File: config.mk
export PLATFORM = sky130hd
export DESIGN_NAME = updown_pwm_timer
export DESIGN_NICKNAME = d
export VERILOG_FILES = /design/src/rtl/updown_pwm_pkg.sv /design/src/rtl/updown_pwm_presc.sv /design/src/rtl/updown_pwm_edge.sv /design/src/rtl/updown_pwm_core.sv /design/src/rtl/updown_pwm_timer.sv
export SDC_FILE = /design/constraint.sdc
export NUM_CORES = 1
export LEC_CHECK = 0
export BUFFER_PORTS_ARGS = -buffer_cell sky130_fd_sc_hd__buf_2
export CORE_UTILIZATION = 30
export DETAILED_ROUTE_END_ITERATION = 7
export MAX_ROUTING_LAYER = met4
export PLACE_DENSITY = 0.53
export SYNTH_ARGS = -nofsm -noshare
export SYNTH_HDL_FRONTEND = slang
export SYNTH_SLANG_ARGS = --single-unit
export TNS_END_PERCENT = 100
File: constraint.sdc
create_clock -name clk -period 3.6 [get_ports clk]
set_input_delay 0.72 -clock clk [delete_from_list [all_inputs] [get_ports clk]]
set_output_delay 0.72 -clock clk [all_outputs]
set_load 0.01 [all_outputs]
File: src/rtl/updown_pwm_pkg.sv
package updown_pwm_pkg;
    typedef enum logic [1:0] {
        PWM_OFF = 2'd0,
        PWM_SET = 2'd1,
        PWM_CLR = 2'd2,
        PWM_TOG = 2'd3
    } pwm_mode_e;

    typedef struct packed {
        logic      ext;
        logic      init;
        pwm_mode_e mode;
        logic [2:0] psel;
        logic      run;
    } ctrl_t;
endpackage

File: src/rtl/updown_pwm_presc.sv
module updown_pwm_presc #(
    parameter int SEL_W   = 3,
    parameter int MAX_SEL = 5
) (
    input  logic             clk,
    input  logic             rst_n,
    input  logic             run_i,
    input  logic [SEL_W-1:0] sel_i,
    output logic             tick_o
);
    localparam int DIV_W = 2 * MAX_SEL;

    logic [DIV_W-1:0] div_d, div_q, last;

    always_comb begin
        last = '0;
        if (sel_i <= SEL_W'(MAX_SEL)) begin
            last = DIV_W'((1 << (2 * int'(sel_i))) - 1);
        end
        tick_o = run_i && (div_q == last);
        if (!run_i || tick_o) begin
            div_d = '0;
        end else begin
            div_d = div_q + DIV_W'(1);
        end
    end

    always_ff @(posedge clk) begin
        if (!rst_n) div_q <= '0;
        else        div_q <= div_d;
    end

    // a stopped timer leaves the divider at zero
    assert_div_cleared_R6: assert property (@(posedge clk) disable iff (!rst_n)
        !run_i |=> div_q == '0);
endmodule

File: src/rtl/updown_pwm_edge.sv
module updown_pwm_edge #(
    parameter int STAGES = 2
) (
    input  logic clk,
    input  logic rst_n,
    input  logic pin_i,
    output logic fall_o
);
    logic [STAGES:0] sh_d, sh_q;

    always_comb begin
        sh_d   = {sh_q[STAGES-1:0], pin_i};
        fall_o = sh_q[STAGES] & ~sh_q[STAGES-1];
    end

    always_ff @(posedge clk) begin
        if (!rst_n) sh_q <= '0;
        else        sh_q <= sh_d;
    end

    // one falling edge yields a single-cycle count pulse
    assert_single_pulse_R7: assert property (@(posedge clk) disable iff (!rst_n)
        fall_o |=> !fall_o);
endmodule

File: src/rtl/updown_pwm_core.sv
module updown_pwm_core
    import updown_pwm_pkg::*;
#(
    parameter int W = 16
) (
    input  logic         clk,
    input  logic         rst_n,
    input  logic         run_i,
    input  logic         tick_i,
    input  logic         load_i,
    input  logic [W-1:0] load_val_i,
    input  logic [W-1:0] reload_i,
    input  logic [W-1:0] cmp_i,
    input  pwm_mode_e    mode_i,
    input  logic         init_i,
    output logic [W-1:0] cnt_o,
    output logic         pin_o
);
    localparam logic [W-1:0] ONE = W'(1);

    typedef struct packed {
        logic [W-1:0] cnt;
        logic         up;
        logic         pin;
    } core_t;

    core_t s_d, s_q;

    always_comb begin
        s_d = s_q;
        if (load_i) begin
            s_d.cnt = load_val_i;
            s_d.up  = 1'b1;
        end else if (tick_i) begin
            if (reload_i == '0) begin
                s_d.cnt = '0;
                s_d.up  = 1'b1;
            end else if (s_q.up) begin
                if (s_q.cnt >= reload_i) begin
                    s_d.cnt = s_q.cnt - ONE;
                    s_d.up  = 1'b0;
                end else begin
                    s_d.cnt = s_q.cnt + ONE;
                    s_d.up  = (s_q.cnt + ONE) != reload_i;
                end
            end else if (s_q.cnt <= ONE) begin
                s_d.cnt = '0;
                s_d.up  = 1'b1;
            end else begin
                s_d.cnt = s_q.cnt - ONE;
            end
        end
        unique case (mode_i)
            PWM_OFF: s_d.pin = 1'b0;
            PWM_SET: s_d.pin = !s_d.up || (s_d.cnt < cmp_i);
            PWM_CLR: s_d.pin = s_d.up && (s_d.cnt < cmp_i);
            PWM_TOG: begin
                if (!run_i) s_d.pin = init_i;
                else if (tick_i && !load_i && s_d.cnt == cmp_i) s_d.pin = ~s_q.pin;
                else s_d.pin = s_q.pin;
            end
            default: s_d.pin = 1'b0;
        endcase
    end

    always_ff @(posedge clk) begin
        if (!rst_n) s_q <= '{cnt: '0, up: 1'b1, pin: 1'b0};
        else        s_q <= s_d;
    end

    assign cnt_o = s_q.cnt;
    assign pin_o = s_q.pin;

    // a tick inside the range moves the count by exactly one
    assert_unit_step_R2: assert property (@(posedge clk) disable iff (!rst_n)
        (tick_i && !load_i && reload_i != '0 && s_q.cnt <= reload_i && (s_q.up || s_q.cnt != '0))
        |=> (s_q.cnt == $past(s_q.cnt) + ONE) || (s_q.cnt == $past(s_q.cnt) - ONE));
    // without tick or load the counter holds
    assert_hold_R8: assert property (@(posedge clk) disable iff (!rst_n)
        (!tick_i && !load_i) |=> $stable(s_q.cnt));
    // down slope is high in high-half mode
    assert_set_down_high_R3: assert property (@(posedge clk) disable iff (!rst_n)
        ($past(mode_i) == PWM_SET && !s_q.up) |-> s_q.pin);
    // down slope is low in low-half mode
    assert_clr_down_low_R4: assert property (@(posedge clk) disable iff (!rst_n)
        ($past(mode_i) == PWM_CLR && !s_q.up) |-> !s_q.pin);
    // a stopped flip-mode pin shows the chosen start level
    assert_tog_init_R5: assert property (@(posedge clk) disable iff (!rst_n)
        ($past(mode_i) == PWM_TOG && !$past(run_i)) |-> s_q.pin == $past(init_i));
    // off mode keeps the pin low
    assert_off_low_R10: assert property (@(posedge clk) disable iff (!rst_n)
        ($past(mode_i) == PWM_OFF) |-> !s_q.pin);
endmodule

File: src/rtl/updown_pwm_timer.sv
module updown_pwm_timer
    import updown_pwm_pkg::*;
#(
    parameter int W           = 16,
    parameter int SYNC_STAGES = 2,
    parameter int MAX_PSEL    = 5
) (
    input  logic         clk,
    input  logic         rst_n,
    input  logic         bus_we,
    input  logic [1:0]   bus_addr,
    input  logic [W-1:0] bus_wdata,
    output logic [W-1:0] bus_rdata,
    input  logic         count_pin,
    output logic         pwm_out
);
    typedef struct packed {
        ctrl_t        ctrl;
        logic [W-1:0] reload;
        logic [W-1:0] cmp;
    } regs_t;

    regs_t        r_d, r_q;
    logic         presc_tick, pin_fall, tick, load;
    logic [W-1:0] cnt;
    logic [15:0]  ctrl_rd;
    logic         unused_wbits;

    assign unused_wbits = ^bus_wdata[14:7];

    always_comb begin
        r_d = r_q;
        if (bus_we) begin
            unique case (bus_addr)
                2'd0: begin
                    r_d.ctrl.run  = bus_wdata[0];
                    r_d.ctrl.psel = bus_wdata[3:1];
                    r_d.ctrl.mode = pwm_mode_e'(bus_wdata[5:4]);
                    r_d.ctrl.init = bus_wdata[6];
                    r_d.ctrl.ext  = bus_wdata[15];
                end
                2'd1:    r_d.reload = bus_wdata;
                2'd2:    r_d.cmp    = bus_wdata;
                default: ;
            endcase
        end
        load    = bus_we && (bus_addr == 2'd3);
        tick    = r_q.ctrl.run && (r_q.ctrl.ext ? pin_fall : presc_tick);
        ctrl_rd = {r_q.ctrl.ext, 8'h00, r_q.ctrl.init, r_q.ctrl.mode,
                   r_q.ctrl.psel, r_q.ctrl.run};
        unique case (bus_addr)
            2'd0:    bus_rdata = W'(ctrl_rd);
            2'd1:    bus_rdata = r_q.reload;
            2'd2:    bus_rdata = r_q.cmp;
            default: bus_rdata = cnt;
        endcase
    end

    always_ff @(posedge clk) begin
        if (!rst_n) r_q <= '0;
        else        r_q <= r_d;
    end

    updown_pwm_presc #(.SEL_W(3), .MAX_SEL(MAX_PSEL)) u_presc (
        .clk    (clk),
        .rst_n  (rst_n),
        .run_i  (r_q.ctrl.run && !r_q.ctrl.ext),
        .sel_i  (r_q.ctrl.psel),
        .tick_o (presc_tick)
    );

    updown_pwm_edge #(.STAGES(SYNC_STAGES)) u_edge (
        .clk    (clk),
        .rst_n  (rst_n),
        .pin_i  (count_pin),
        .fall_o (pin_fall)
    );

    updown_pwm_core #(.W(W)) u_core (
        .clk        (clk),
        .rst_n      (rst_n),
        .run_i      (r_q.ctrl.run),
        .tick_i     (tick),
        .load_i     (load),
        .load_val_i (bus_wdata),
        .reload_i   (r_q.reload),
        .cmp_i      (r_q.cmp),
        .mode_i     (r_q.ctrl.mode),
        .init_i     (r_q.ctrl.init),
        .cnt_o      (cnt),
        .pin_o      (pwm_out)
    );

    // the unassigned control bits read as zero
    assert_ctrl_gap_zero_R9: assert property (@(posedge clk) disable iff (!rst_n)
        (bus_addr == 2'd0) |-> bus_rdata[14:13] == 2'b00);
    // in external mode a count step needs a synchronized falling edge
    assert_ext_needs_edge_R7: assert property (@(posedge clk) disable iff (!rst_n)
        (r_q.ctrl.ext && !pin_fall && !load) |=> $stable(cnt));
endmodule

# ---- Yosys cells after proc, flatten, opt, wreduce, memory -nomap -nowiden
# Index checks and enable logic that the tools add are counted.
dict set report classes {
  reduce_logical 20
  order_cmp 4
  add_sub_neg 4
  eq_ne 10
  mux 13
  bitwise_logic 4
  shift 1
}
# operator count
set ops {}
lappend ops {{17-bit 2-to-1 mux} 5}
lappend ops {{16-bit one-hot mux with 3 select lines} 1}
lappend ops {{16-bit by 1-bit adder with 16-bit output (second input constant)} 1}
lappend ops {{16-bit == test} 1}
lappend ops {{16-bit >= comparator} 1}
lappend ops {{16-bit by 1-bit less-or-equal comparator with 1-bit output (second input constant)} 1}
lappend ops {{16-bit zero test} 1}
lappend ops {{16-bit less-than comparator} 1}
lappend ops {{16-bit 2-to-1 mux} 1}
lappend ops {{16-bit inequality test} 1}
lappend ops {{16-bit by 1-bit subtractor with 16-bit output (second input constant)} 1}
lappend ops {{10-bit by 1-bit adder with 10-bit output (second input constant)} 1}
lappend ops {{10-bit == test} 1}
lappend ops {{10-bit 2-to-1 mux} 1}
lappend ops {{1-bit by 4-bit left shift with 10-bit output (first input constant)} 1}
lappend ops {{10-bit by 2-bit subtractor with 10-bit output (second input constant)} 1}
lappend ops {{2-bit == test (second input constant)} 4}
lappend ops {{1-bit logical AND} 7}
lappend ops {{2-bit AND reduction} 3}
lappend ops {{2-bit by 1-bit == test with 1-bit output (second input constant)} 2}
lappend ops {{1-bit zero test} 4}
lappend ops {{2-bit zero test} 2}
lappend ops {{1-bit 2-to-1 mux} 4}
lappend ops {{1-bit one-hot mux with 4 select lines} 1}
lappend ops {{6 further kinds} 9}
dict set report word_totals {
  register_bits 71
  out_inout_bits 17
  input_bits 22
}

# ---- Longest topological paths before layout
dict set report logic_depth {
  ltp_word 14
  ltp_mapped 20
  ltp_nobuf 19
}

# ---- By module
# From an unflattened synthesis, not the netlist that was laid out.
dict set report unflattened {
  cells_unflattened 711
  hier_area_um2 5904.4
}
# mod seq_area_each_um2 area_per_inst_um2 cells_per_inst instances
set by_module_without_submodules {}
lappend by_module_without_submodules {updown_pwm_core 360.3 3084.2 427 1}
lappend by_module_without_submodules {updown_pwm_timer 800.8 1919.3 184 1}
lappend by_module_without_submodules {updown_pwm_presc 200.2 812.0 93 1}
lappend by_module_without_submodules {updown_pwm_edge 60.1 88.8 7 1}

# ---- Worst setup path after synthesis
# OpenSTA, ideal clock, no wires.
dict set report synth_timing {
  path_kind {reg-to-reg}
  from {register u_core.s_q (netlist bit u_core.cnt_o[0])}
  to {register u_core.s_q (netlist bit u_core.pin_o)}
  arrival_time_ns 3.860
  path_stages_with_launch 21
  setup_slack_ns -0.339
  synth_period_minus_slack_ns 3.939
  setup_time_ns 0.079
  required_time_ns 3.521
  path_buffers 1
  cell_sequence {dfxtp_1 -> inv_1 -> ha_1 -> nand2b_1 -> a2111oi_0 -> o31ai_1 -> o2bb2ai_1 -> nor2_1 -> buf_2 -> xnor2_1 -> nand2_1 -> a31oi_1 -> ha_1 -> nor2b_1 -> o21a_1 -> o21a_1 -> o21ai_0 -> a211oi_1 -> a2111oi_0 -> o21ai_0 -> o211ai_1}
}
# element line_no
set synth_rtl {}
lappend synth_rtl {{start, declared} updown_pwm_core.sv:27} ;# core_t s_d, s_q;
lappend synth_rtl {{start signal, assigned} updown_pwm_core.sv:67} ;# if (!rst_n) s_q <= '{cnt: '0, up: 1'b1, pin: 1'b0};

==> flow_summary.toml <==
[outcome]
status = "complete, but fails checks"
violations = "negative setup slack"

[clocking]
cts_buffer_depth = 2
numCtsBuffers = 9
path_clk_slew_ns = 0.06
h-tree-depth = 3
cts_sinks = 71
ctsHoldBuffers = 0
clk_latency_ns = 0.35
cts_tree = "built"
cts_root_buf = "clkbuf_16"

[sta]
clock_skew_ns = 0.00586
hold-worst-slack_ns = 0.456
final.min_clock_period_ns = 3.91
fin_ws_ns = -0.312
relSlewSlack = 0.439
hold_viol_final = 0
max_freq_mhz = 256
post-route-period-util = 1.09
rsz0062_at_grt = "yes"
maxSlewViolCount = 0
worst_slew_pin_slew_ns = 0.838
setup_violations = 1

[job]
maxCapViolCount = 0

[synthesis]
synth.most_common_cell = "nand2_1"
synth_ff_type = "dfxtp_1"
async_flop_share = 0
syn-cell-area_mm2 = 0.00556
yosys.area.top_type_share = 0.255
ys_seq_area_frac = 0.255
ys_ff_latch = 71
ys_warn_count = 0
synth_edf_count = 0
syn_avg_cell_area_um2 = 7.93
synth_nets = 764
yosysTopAreaCell = "dfxtp_1"
synth_common_cells = "nand2_1, dfxtp_1, nor2_1"
syn_inst = 702
yosysUniqueCellTypes = 74
synthTopCellsByArea = "dfxtp_1, ha_1, nand2_1, a21oi_1, nor2_1"

[setup_path]
end_kind = "register"
crit_chain = "inv_4, ha_4, nand2b_4, a2111oi_4, o31ai_4, o2bb2ai_4, nor2_2, buf_4, buf_6, mux2i_4, mux2i_2, nand3_1, ha_1, nand4_1, nor4_2, o21ai_1, xor2_1, a21o_1, o211ai_1"
cp.arrival_ns = 4.18
required_ns = 3.87
critPathLaunchType = "register"
crit_type = "register to register"
cp_slowest_cell = "a2111oi_4"
slowest_delay_ns = 0.41
critical_path.max_fanout = 6

[floorplanning]
die_h_um = 138
die_w_um = 138
io_pins = 39
initial_utilization = 0.308
rows = 49
coreArea_mm2 = 0.0181
dieArea_mm2 = 0.0191

[place]
gp_congestion = 0.946
dp_hpwl_mm = 15.4
numPortBuffers = 38
place_area_mm2 = 0.00687

[grt]
overflow = 0
track_usage = 0.221
grt_pass1_wl_mm = 31.6
grt.busiest_layer = "met2"
met2_usage = 0.345
antenna_found_initial = 0
met1_usage = 0.287
grt_max_degree = 47
first_global_vias = 5654
met3_usage = 0.0336

[routing]
avgViaCountPerCell = 5.27
detail-route-antenna-nets = 0
drtIter0Drc = 450
drcViolationCount = 0
drt-wirelength-per-cell_um = 18.4
dr_total_vias = 5725
first_pass_iters = 5
finalWirelength_mm = 20.0

[finish]
drive_above_1_share = 0.328
nFillCells = 1816
nets = 915
final_area_mm2 = 0.00748
utilization = 0.413
area_growth_pct = 34.4
n_antenna_cell = 0

[power]
p_leak_nw = 3.03
cellPowerDensity_mw_per_mm2 = 360
power.total_mw = 2.69
vdd_drop_max_uv = 201

[hold_path]
hold_class = "register to register"
worst max-delay path: cells and delay by family (launching register included):
family	cells	cell delay, ns
AOI/OAI and AO/OA	6	1.10
xor gates and xnor gates	1	0.15
adders and majority gates	2	0.52
buffers and inverters	3	0.28
DFF	1	0.36
muxes	2	0.53
and+or+nand+nor	5	0.89
flip-flops by register name, indices dropped and copies added (netlist names):
register and count:
u_edge.sh_q 3, u_core.cnt_o 16, u_core.pin_o 1, u_core.s_q 1
u_presc.div_q 10, r_q 32, ctrl_rd 8
layout by cell type, fill, tap and decap left out, drive strengths merged, types with 5 or more instances in the layout:
cell / instances
buf: 182
nand2: 101
dfxtp: 71
nor2: 61
a21oi: 50
inv: 40
ha: 40
o21ai: 29
nor3: 23
xnor2: 22
nand3: 20
a211oi: 19
mux2i: 13
nor4: 13
xor2: 11
nand4: 11
clkbuf: 11
a21o: 10
and3: 9
a31oi: 8
a22o: 8
mux4: 8
or3: 8
o21a: 6
o211ai: 5
and2: 5
or2: 5
a2111oi: 5
clkinv: 5
what timing repair did:
item	CTS	global route
endpoints found under the setup margin	1	1
pin swaps	21	9
buffers inserted	12	3
gates resized for setup	31	11
per-layer routing:
metal | vias to the layer above | wire length (um)
li1 | 2834 | -
met3 | 38 | 887
met2 | 165 | 9000
met1 | 2688 | 9540
met5 | - | 0
met4 | 0 | 527
area by class of cell:
cell class | instances | area [um2] | share of cell area
multi-input combinational | 548 | 4020 | 0.537
inverter | 41 | 156 | 0.0209
clock inverter | 5 | 35.0 | 0.00468
clock buffer | 11 | 233 | 0.0311
sequential | 71 | 1440 | 0.192
timing repair buffer | 182 | 1310 | 0.176
tap | 229 | 287 | 0.0383
stage by stage:
stage                     TNS [ns]  setup slack, ns  std cells
after floorplan            -0.0173          -0.0173        702
after CTS                   -0.250           -0.250       1084
after detailed placement    -0.518           -0.518       1056
final                       -0.312           -0.312       1087
after global routing        -0.528           -0.528       1087
after global placement      -0.359           -0.359       1056
where the power goes:
group          total, mW  switching (mW)  internal, mW
clock              0.830           0.364         0.467
combinational       1.03           0.536         0.490
sequential         0.836          0.0220         0.814
total               2.69           0.922          1.77
cells by family after synthesis:
group                    Yosys count  share of synthesized area
AO/OA/AOI/OAI                    174                      0.227
flip-flops                        71                      0.255
XOR/XNOR                          33                     0.0519
buffers and inverters             83                     0.0756
AND/OR/NAND/NOR                  280                      0.244
adder cells (fa/ha/maj)           40                     0.0899
multiplexers                      21                     0.0558
path summary, 6_finish.rpt:
check / slack [ns] / start / depth (start not counted) / to
max: -0.31 / u_core.cnt_o[0] / 19 / u_core.pin_o
min: 0.46 / u_edge.sh_q[0] / 1 / u_edge.sh_q[1]
max reg2reg: -0.31 / u_core.cnt_o[0] / 19 / u_core.pin_o
min reg2reg: 0.46 / u_edge.sh_q[0] / 1 / u_edge.sh_q[1]
Power figures use the tool's default switching activity.
